==> config.mk <==
export PLATFORM = sky130hd
export DESIGN_NAME = ivtimer
export DESIGN_NICKNAME = d
export VERILOG_FILES = /design/src/rtl/ivtimer.sv
export SDC_FILE = /design/constraint.sdc
export NUM_CORES = 1
export LEC_CHECK = 0
export BUFFER_PORTS_ARGS = -buffer_cell sky130_fd_sc_hd__buf_2
export CORE_ASPECT_RATIO = 0.5
export CORE_UTILIZATION = 55
export CTS_BUF_LIST = sky130_fd_sc_hd__clkbuf_16
export CTS_CLUSTER_SIZE = 10
export DETAILED_ROUTE_END_ITERATION = 8
export PLACE_DENSITY = 0.74
export SLEW_MARGIN = 20
export SYNTH_ARGS = -nofsm -noshare
export SYNTH_HDL_FRONTEND = slang
export SYNTH_SLANG_ARGS = --single-unit
==> constraint.sdc <==
create_clock -name clk -period 10 [get_ports clk]
set_input_delay 0.5 -clock clk [delete_from_list [all_inputs] [get_ports clk]]
set_output_delay 0.5 -clock clk [all_outputs]
set_load 0.05 [all_outputs]
==> src/rtl/ivtimer.sv <==
module ivtimer #(
  parameter int NCH    = 2,
  parameter int AW     = 9,
  parameter int DW     = 16,
  parameter int PMAX   = 8,
  parameter int BASE   = 'h80,
  parameter int STRIDE = 'h80
) (
  input  logic               clk,
  input  logic               rst_n,
  input  logic               bus_wr,
  input  logic [AW-1:0]      bus_addr,
  input  logic [DW-1:0]      bus_wdata,
  output logic [DW-1:0]      bus_rdata,
  output logic [NCH-1:0]     irq
);
  localparam int PW = PMAX;

  logic [NCH-1:0]          en_q, os_q, ie_q, st_q;
  logic [NCH-1:0][3:0]     psc_q;
  logic [NCH-1:0][DW-1:0]  cnt_q, ld_q, rd_v;
  logic [NCH-1:0][PW-1:0]  pcnt_q;

  for (genvar i = 0; i < NCH; i++) begin : g_ch
    localparam int B = BASE + i * STRIDE;
    logic wr_ctl, wr_st, wr_ld, tick, hit;
    logic [3:0]    kk;
    logic [PW:0]   one_sh;
    logic [PW-1:0] lim;
    logic [DW-1:0] nxt;

    assign wr_ctl = bus_wr && bus_addr == AW'(B);
    assign wr_st  = bus_wr && bus_addr == AW'(B + 4);
    assign wr_ld  = bus_wr && bus_addr == AW'(B + 8);
    assign kk     = (psc_q[i] > 4'(PMAX)) ? 4'(PMAX) : psc_q[i];
    assign one_sh = (PW+1)'(1) << kk;
    assign lim    = PW'(one_sh - 1'b1);
    assign tick   = en_q[i] && pcnt_q[i] >= lim;
    assign nxt    = (!os_q[i] && cnt_q[i] == ld_q[i]) ? '0 : cnt_q[i] + 1'b1;
    assign hit    = tick && nxt == ld_q[i];
    assign irq[i] = st_q[i] & ie_q[i];

    always_ff @(posedge clk) begin
      if (!rst_n) begin
        en_q[i] <= 1'b0; os_q[i] <= 1'b0; ie_q[i] <= 1'b0; st_q[i] <= 1'b0;
        psc_q[i] <= '0; cnt_q[i] <= '0; ld_q[i] <= '0; pcnt_q[i] <= '0;
      end else begin
        if (tick) begin
          cnt_q[i]  <= nxt;
          pcnt_q[i] <= '0;
          if (hit && os_q[i]) en_q[i] <= 1'b0;
        end else if (en_q[i]) begin
          pcnt_q[i] <= pcnt_q[i] + 1'b1;
        end
        if (wr_ctl) begin
          ie_q[i]  <= bus_wdata[8];
          en_q[i]  <= bus_wdata[5];
          os_q[i]  <= bus_wdata[4];
          psc_q[i] <= bus_wdata[3:0];
          if (bus_wdata[5] && !en_q[i]) begin
            cnt_q[i]  <= '0;
            pcnt_q[i] <= '0;
          end
        end
        if (wr_ld) ld_q[i] <= bus_wdata;
        if (hit) st_q[i] <= 1'b1;
        else if (wr_st && bus_wdata[0]) st_q[i] <= 1'b0;
      end
    end

    always_comb begin
      rd_v[i] = '0;
      if (bus_addr == AW'(B))          rd_v[i] = DW'({ie_q[i], 2'b00, en_q[i], os_q[i], psc_q[i]});
      else if (bus_addr == AW'(B + 4)) rd_v[i] = DW'(st_q[i]);
      else if (bus_addr == AW'(B + 8)) rd_v[i] = ld_q[i];
      else if (bus_addr == AW'(B + 12)) rd_v[i] = cnt_q[i];
    end
  end

  always_comb begin
    bus_rdata = '0;
    for (int i = 0; i < NCH; i++) bus_rdata = bus_rdata | rd_v[i];
  end
endmodule

==> results of run 1 <==
-- sequential cells by signal (all words and copies together) (netlist names) --
signal / count
cnt_q: 32
ld_q: 32
pcnt_q: 16
psc_q: 8
en_q: 2
ie_q: 2
os_q: 2
st_q: 2
-- worst min-delay path by stage --
stage | start | cells after the start | to | slack [ns]
floorplan | ie_q[1]$_SDFFE_PN0P_ | 2 | ie_q[1]$_SDFFE_PN0P_ | 0.45
global placement | ie_q[1]$_SDFFE_PN0P_ | 2 | ie_q[1]$_SDFFE_PN0P_ | 0.47
detailed placement | ie_q[1]$_SDFFE_PN0P_ | 2 | ie_q[1]$_SDFFE_PN0P_ | 0.48
CTS | bus_wdata[13] | 3 | ld_q[13]$_SDFFE_PN0P_ | 0.42
global route | bus_wdata[12] | 3 | ld_q[28]$_SDFFE_PN0P_ | 0.42
finish | bus_wdata[12] | 3 | ld_q[28]$_SDFFE_PN0P_ | 0.43
-- critical path, stage by stage, from the launching register on --
cell	delay [ns]
dfxtp_1	0.40
or4_1	0.58
ha_1	0.26
nor3_1	0.16
a21o_1	0.11
a32oi_1	0.10
ha_1	0.30
o21ai_0	0.10
nand2b_1	0.11
o211ai_1	0.10
buf_4	0.23
nor2_1	0.71
nand3b_1	0.16
a21oi_1	0.18
-- metal layers --
layer | wire (um) | up-vias
met3 | 1670 | 21
met2 | 7890 | 288
li1 | - | 3121
met1 | 8710 | 2988
met5 | 0 | -
met4 | 184 | 0
-- through the flow --
step / util (%) / std cells / setup WS (ns)
after floorplan: - / 886 / 6.70
after global placement: 57.6 / 1026 / 6.62
after detailed placement: 57.6 / 1026 / 6.51
after CTS: 60.1 / 1042 / 6.48
after global routing: 60.2 / 1042 / 6.19
final: 60.2 / 1042 / 6.44
-- cells in the mapped netlist (all sizes together), types with 6 or more instances --
| cell type | number |
|---|---|
| a21boi | 47 |
| nand2b | 10 |
| inv | 11 |
| nor3 | 23 |
| xnor2 | 45 |
| nand3 | 24 |
| xor2 | 33 |
| nor4 | 21 |
| and3 | 7 |
| and2 | 9 |
| nor2 | 84 |
| o21ai | 41 |
| dfxtp | 96 |
| a22oi | 8 |
| buf | 19 |
| ha | 22 |
| nand3b | 17 |
| clkbuf | 55 |
| nand2 | 154 |
| nand4 | 18 |
| a21oi | 37 |
| or3 | 8 |
| a222oi | 23 |
| o21a | 6 |
-- kinds of logic after synthesis --
group / share of synthesized area, %
multiplexers: 0.907
XOR/XNOR: 10.8
AND/OR/NAND/NOR: 28.5
buffers and inverters: 6.31
adder cells (fa/ha/maj): 4.07
flip-flops: 28.4
AO/OA/AOI/OAI: 21.0
-- area by class of cell --
| type | count | area share (%) |
|---|---|---|
| clock buffer | 9 | 3.15 |
| sequential | 96 | 26.9 |
| clock inverter | 7 | 0.998 |
| inverter | 11 | 0.578 |
| multi-input combinational | 705 | 61.9 |
| tap | 165 | 2.89 |
| timing repair buffer | 49 | 3.57 |
-- power by group through the flow --
stage	Sequential (W)	Clock, W	Combinational (W)
2_1_floorplan	0.000392	0	0.0000149
3_3_place_gp	0.000393	0	0.0000275
3_5_place_dp	0.000393	0	0.0000273
4_1_cts	0.000384	0.000353	0.0000274
5_1_grt	0.000384	0.000369	0.0000302
6_report	0.000384	0.000348	0.0000280
==> impl_metrics.toml, run 1 <==
[yosys]
ys.flop_type = "dfxtp_1"
synth.distinct_cells = 72
synth.area.top_cells = "dfxtp_1, nand2_1, xnor2_1, a21boi_0, nor2_1"
avgSynthCellArea_sq_um = 7.63
ys_ff_latch = 96
synth-edff-count = 0
yosysWarnings = 0
syn_nets = 936
yosysSeqAreaShare_pct = 28.4
syn_inst = 886
synth_top_area_cell = "dfxtp_1"
synth_top_area_share_pct = 28.4
async_flop_share_pct = 0
syn-cell-area_sq_um = 6760

[worst_hold_path]
hp-class = "input pin to flip-flop"

[job]
maxCapViolCount = 0

[final_layout]
layout_common_cells = "nand2_1, dfxtp_1, nor2_1, a21boi_0"
regArea_sq_um = 1920
stdcell_area_sq_um = 7150
areaGrowthSynthToFinish_pct = 5.76
antenna_cells = 0
final_common_cell = "nand2_1"
nets = 922
multiInputGateArea_sq_um = 4420
layout-drive-gt1-share_pct = 9.12
num-fill-cells = 1086

[critical_path]
endpoint_kind = "flip-flop"
r2r_start = "psc_q[5]$_SDFFE_PN0P_"
reg2reg_depth = 13
crit_fanout = 22
endpoint = "cnt_q[28]$_SDFF_PN0_"
crit_type = "flip-flop to flip-flop"
critPathArrivalTime_ns = 3.84
reg2reg_slack_ns = 6.44
start_kind = "flip-flop"
critPathLaunch = "psc_q[5]$_SDFFE_PN0P_"
cp.required_ns = 10.28
regToRegEndpoint = "cnt_q[28]$_SDFF_PN0_"

[die]
fp-row-count = 28
die_w_um = 159
ios = 46
dieHeight_um = 80.4
coreArea_sq_um = 11900
design.die.area_sq_um = 12800
start_util_pct = 56.9

[place]
gp_congestion = 0.917
dp_hpwl_um = 13300
dpl-instance-area_sq_um = 6850
io_buffer_count = 45

[clocking]
cts_tree = "done"
clock_latency_ns = 0.35
htree_levels = 3
post_cts_buffers = 0
ctsLongestPathBuffers = 2
cts_hold_buf = 0
cts_root_buffer = "clkbuf_16"
ctsResizeCount = 0
numCtsBuffers = 9
cts.sinks = 96
clk_pin_slew_ns = 0.07

[power]
power_frac_clock_pct = 45.8
seqPwrFrac_pct = 50.5
p_leak_nw = 2.55
p_int_w = 0.000587
vdd_drop_max_mv = 0.0893
power_frac_comb_pct = 3.7
p_sw_w = 0.000172
total_power_w = 0.000760
powerDensity_nw_per_um2 = 106
switching_share_pct = 22.7

[global_routing]
grt_max_degree = 53
grt_pass1_vias = 5687
gr-total-overflow = 0
grt_busiest_layer = "met2"
grt.met2_usage_pct = 45.4
antenna_found_initial = 0
grt_use_total_pct = 29.3
grt_pass1_wl_um = 29900
grtUsageMet3_pct = 5.27
met1_usage_pct = 42.1

[routing]
drtAntennaViolNets = 0
remaining_drc_errors = 0
wire_per_inst_um = 17.7
drt-pass1-iter-count = 8
vias_per_cell = 6.16
routed_wl_um = 18500
num_vias = 6418
drt_iter0_drc = 667

[sta]
hold_slack_ns = 0.425
slew_headroom_pct = 30.4
period_share_pct = 35.6
worst-slew-pin-transition_ns = 1.04
setup_viol = 0
fin_crit_ns = 3.56
drv_slew = 0
rsz0062_at_grt = "no"
finalHoldViolCount = 0
tns_ns = 0
max_freq_ghz = 0.281
clock_skew_ns = 0.00511

[run_status]
outcome = "finished, final reports clean"
Power figures use the tool's default switching activity.
==> run 2: changes to the inputs <==
- clock period: 10 -> 3.65 ns (I/O delays scaled with it)
==> run 2 against run 1 <==
Wire length up 1.3%. Die area unchanged. Critical path depth stayed put. Critical endpoint is now en_q[0]$_SDFFE_PN0P_.
==> impl_metrics.toml, run 2 (synthesized netlist as in run 1, its figures left out) <==
[global_routing]
grt_pass1_vias = 5660
gr-total-overflow = 0
grtUsageMet3_pct = 6.77
grt.met2_usage_pct = 43.5
met1_usage_pct = 43.1
grt_use_total_pct = 29.7
grt_busiest_layer = "met2"
antenna_found_initial = 0
grt_pass1_wl_um = 30000
grt_max_degree = 53

[sta]
finalHoldViolCount = 0
hold_slack_ns = 0.104
worst-slew-pin-transition_ns = 0.898
period_share_pct = 92.3
fin_crit_ns = 3.37
slew_headroom_pct = 39.9
rsz0062_at_grt = "no"
max_freq_ghz = 0.297
clock_skew_ns = 0.00601
setup_viol = 0
tns_ns = 0
setup_slack_ns = 0.280
drv_slew = 0

[place]
dpl-instance-area_sq_um = 7020
io_buffer_count = 45
dp_worst_setup_slack_ns = 0.357
dp.cells = 1049
dp_hpwl_um = 13700
gp_congestion = 0.965

[final_layout]
final_common_cell = "nand2_1"
layout_common_cells = "nand2_1, dfxtp_1, nor2_1, a21boi_0"
num-fill-cells = 1093
top_regs = "cnt_q (32), ld_q (32), pcnt_q (16)"
fin_cells = 1064
nets = 945
layout-drive-gt1-share_pct = 11.1
stdcell_area_sq_um = 7320
antenna_cells = 0
areaGrowthSynthToFinish_pct = 8.35

[die]
ios = 46
design.die.area_sq_um = 12800
die_w_um = 159
fp-row-count = 28
dieHeight_um = 80.4
coreArea_sq_um = 11900
start_util_pct = 56.9

[clocking]
ctsResizeCount = 0
cts_root_buffer = "clkbuf_16"
post_cts_buffers = 0
htree_levels = 3
cts_hold_buf = 0
cts.sinks = 96
cts_tree = "done"
clk_pin_slew_ns = 0.07
clock_latency_ns = 0.35
numCtsBuffers = 9
ctsLongestPathBuffers = 2

[power]
power_frac_comb_pct = 3.7
p_sw_w = 0.000453
powerDensity_nw_per_um2 = 290
switching_share_pct = 21.4
p_int_w = 0.00167
vdd_drop_max_mv = 0.162
p_leak_nw = 2.68
seqPwrFrac_pct = 49.6
power_frac_clock_pct = 46.7

[critical_path]
critPathArrivalTime_ns = 3.61
crit_type = "flip-flop to flip-flop"
reg2reg_slack_ns = 0.28
endpoint_kind = "flip-flop"
cp.required_ns = 3.89
start_kind = "flip-flop"
crit_fanout = 8

[routing]
vias_per_cell = 6.12
num_vias = 6516
wire_per_inst_um = 17.6
drt-pass1-iter-count = 6
routed_wl_um = 18700
drtAntennaViolNets = 0
drt_iter0_drc = 783
remaining_drc_errors = 0

[job]
maxCapViolCount = 0

[run_status]
outcome = "finished, final reports clean"

[worst_hold_path]
hp-class = "input pin to flip-flop"
-- run 2: cell count changes in the layout (fill, tap and decap cells not counted), sizes merged --
| cell | before | now |
|---|---|---|
| buf | 49 | 72 |
| clkinvlp | 2 | 0 |
| bufinv | 1 | 2 |
| clkinv | 1 | 2 |
| inv | 14 | 13 |
-- run 2: layout make-up --
| cell class | count | area [sq um] | area share (%) |
|---|---|---|---|
| flip-flops and latches | 96 | 1920 | 26.3 |
| clock buffers | 9 | 225 | 3.08 |
| well taps | 165 | 206 | 2.82 |
| clock inverters | 6 | 77.6 | 1.06 |
| repair buffers | 72 | 428 | 5.85 |
| inverters | 11 | 41.3 | 0.564 |
| multi-input cells | 705 | 4420 | 60.4 |
-- run 2: worst paths after layout --
path	cells after the start	to	startpoint
max reg2reg	13	en_q[0]$_SDFFE_PN0P_	psc_q[2]$_SDFFE_PN0P_
min	3	ld_q[23]$_SDFFE_PN0P_	bus_wdata[7]
max	13	en_q[0]$_SDFFE_PN0P_	psc_q[2]$_SDFFE_PN0P_
min reg2reg	2	ie_q[1]$_SDFFE_PN0P_	ie_q[1]$_SDFFE_PN0P_
-- run 2: per-stage QoR --
stage / utilization [%] / power, W
floorplan: - / 0.00111
global placement: 59.1 / 0.00115
detailed placement: 59.1 / 0.00115
CTS: 61.6 / 0.00213
global route: 61.6 / 0.00218
finish: 61.6 / 0.00212
-- run 2: worst max-delay path, stage by stage, from the launching register on --
cell and delay (ns):
dfxtp_1 0.39, nor2_1 0.22, nand3_1 0.11, ha_1 0.26, nor3_1 0.16, a21oi_1 0.08, o21a_1 0.19, ha_1 0.29
o2111ai_1 0.11, o21a_1 0.20, or2_2 0.30, a2111o_1 0.27, or4_1 0.43, a41o_1 0.25
-- run 2: layer usage --
| layer | up-vias | routed length [um] |
|---|---|---|
| li1 | 3163 | - |
| met2 | 265 | 7860 |
| met4 | 0 | 277 |
| met1 | 3064 | 8850 |
| met5 | - | 0 |
| met3 | 24 | 1700 |
-- run 2: power by group through the flow --
stage	sequential, W	combinational [W]	clock [W]
detailed placement	0.00108	0.0000775	0
global route	0.00105	0.0000848	0.00104
finish	0.00105	0.0000790	0.000989
global placement	0.00108	0.0000774	0
CTS	0.00105	0.0000779	0.00100
floorplan	0.00107	0.0000407	0
==> run 3: changes to the inputs <==
- clock period: 3.65 -> 3.24 ns (I/O delays scaled with it)
==> run 3 against run 2 <==
Power up 5.6%. Critical path type unchanged. Register-to-register slack worse by 0.16 ns. Clock power down 2.5%. Combinational power up 15%. Critical path depth unchanged. Final area up 2.9%. Count of clock-buffer cells in the layout unchanged.
==> impl_metrics.toml, run 3 (synthesized netlist as in run 1, its figures left out) <==
[die]
fp-row-count = 28
ios = 46
start_util_pct = 56.9
die_w_um = 159
coreArea_sq_um = 11900
dieHeight_um = 80.4
design.die.area_sq_um = 12800

[critical_path]
endpoint_kind = "flip-flop"
start_kind = "flip-flop"
cp.required_ns = 3.48
crit_type = "flip-flop to flip-flop"
critPathArrivalTime_ns = 3.36
crit_fanout = 4

[sta]
max_freq_ghz = 0.321
setup_viol = 0
drv_slew = 0
fin_crit_ns = 3.12
worst-slew-pin-transition_ns = 0.838
finalHoldViolCount = 0
tns_ns = 0
setup_slack_ns = 0.122
clock_skew_ns = 0.00784
hold_slack_ns = 0.0839
period_share_pct = 96.2
slew_headroom_pct = 44.1

[global_routing]
gr-total-overflow = 0
antenna_found_initial = 0
grt_max_degree = 53
grt_pass1_vias = 6022
grt_pass1_wl_um = 30600
grt_use_total_pct = 30.2

[clocking]
htree_levels = 3
ctsLongestPathBuffers = 2
cts.sinks = 96
clk_pin_slew_ns = 0.06
clock_latency_ns = 0.35
numCtsBuffers = 9
cts_root_buffer = "clkbuf_16"
cts_tree = "done"

[final_layout]
nets = 971
layout-drive-gt1-share_pct = 15.1
layout_common_cells = "nand2_1, dfxtp_1, nor2_1, buf_4"
areaGrowthSynthToFinish_pct = 11.5
fin_cells = 1091
top_regs = "cnt_q (32), ld_q (32), pcnt_q (16)"
num-fill-cells = 1038
antenna_cells = 0
final_common_cell = "nand2_1"

[power]
powerDensity_nw_per_um2 = 297
p_leak_nw = 2.80
vdd_drop_max_mv = 0.211

[place]
io_buffer_count = 45
dp.cells = 1072
dp_worst_setup_slack_ns = 0.0623
dp_hpwl_um = 14100
gp_congestion = 0.958

[routing]
routed_wl_um = 19300
drtAntennaViolNets = 0
drt-pass1-iter-count = 8
wire_per_inst_um = 17.7
num_vias = 6712
remaining_drc_errors = 0
vias_per_cell = 6.15
drt_iter0_drc = 700

[job]
maxCapViolCount = 0

[run_status]
outcome = "finished, final reports clean"

[worst_hold_path]
hp-class = "input pin to flip-flop"
-- run 3: where the power goes --
group | switching [W] | total [W] | internal (W)
logic | 0.0000566 | 0.0000910 | 0.0000344
clock network | 0.000458 | 0.000964 | 0.000506
registers | 0.00000390 | 0.00119 | 0.00118
total | 0.000518 | 0.00224 | 0.00172
-- run 3: area by class of cell --
cell class,count,area [sq um],area share (%)
Clock inverter,7,30.0,0.399
Inverter,11,41.3,0.548
Timing Repair Buffer,98,624,8.29
Clock buffer,9,225,2.99
Tap cell,165,206,2.74
Sequential cell,96,1930,25.6
Multi-Input combinational cell,705,4480,59.4
-- run 3: worst max-delay path, stage by stage (launching register included) --
cell       delay [ns]
dfxtp_2          0.33
nor2_4           0.14
nand3_2          0.11
ha_4             0.19
nor3_2           0.11
a21oi_1          0.06
o21a_1           0.17
ha_1             0.29
o2111ai_1        0.12
o21a_1           0.20
or2_2            0.30
a2111o_1         0.31
or4_4            0.43
a41o_1           0.25
-- run 3: metrics by stage --
step                instance area, sq um  util (%)  total power, W
finish                              7530      63.4         0.00224
global route                        7530      63.4         0.00230
CTS                                 7450      62.7         0.00224
detailed placement                  7200      60.6         0.00130
global placement                    7200      60.6         0.00130
floorplan                           6760         -         0.00126
-- run 3: repair_timing --
item	4_1_cts	5_1_grt
endpoints found under the hold margin	0	0
gates resized for setup	0	18
endpoints found under the setup margin	0	23
buffers inserted	0	2
hold buffers	0	0
-- run 3: layer usage --
layer	wire length, um	GRT usage, %
met1	9010	41.7
met2	8470	47.6
met3	1580	5.94
met4	274	8.64
met5	0	0
-- run 3: path summary, 6_finish.rpt --
kind	slack, ns	endpoint	cells past startpoint	start
max	0.12	en_q[0]$_SDFFE_PN0P_	13	psc_q[1]$_SDFFE_PN0P_
min	0.08	ld_q[25]$_SDFFE_PN0P_	3	bus_wdata[9]
min reg2reg	0.51	st_q[1]$_SDFFE_PN0P_	2	st_q[1]$_SDFFE_PN0P_
max reg2reg	0.12	en_q[0]$_SDFFE_PN0P_	13	psc_q[1]$_SDFFE_PN0P_
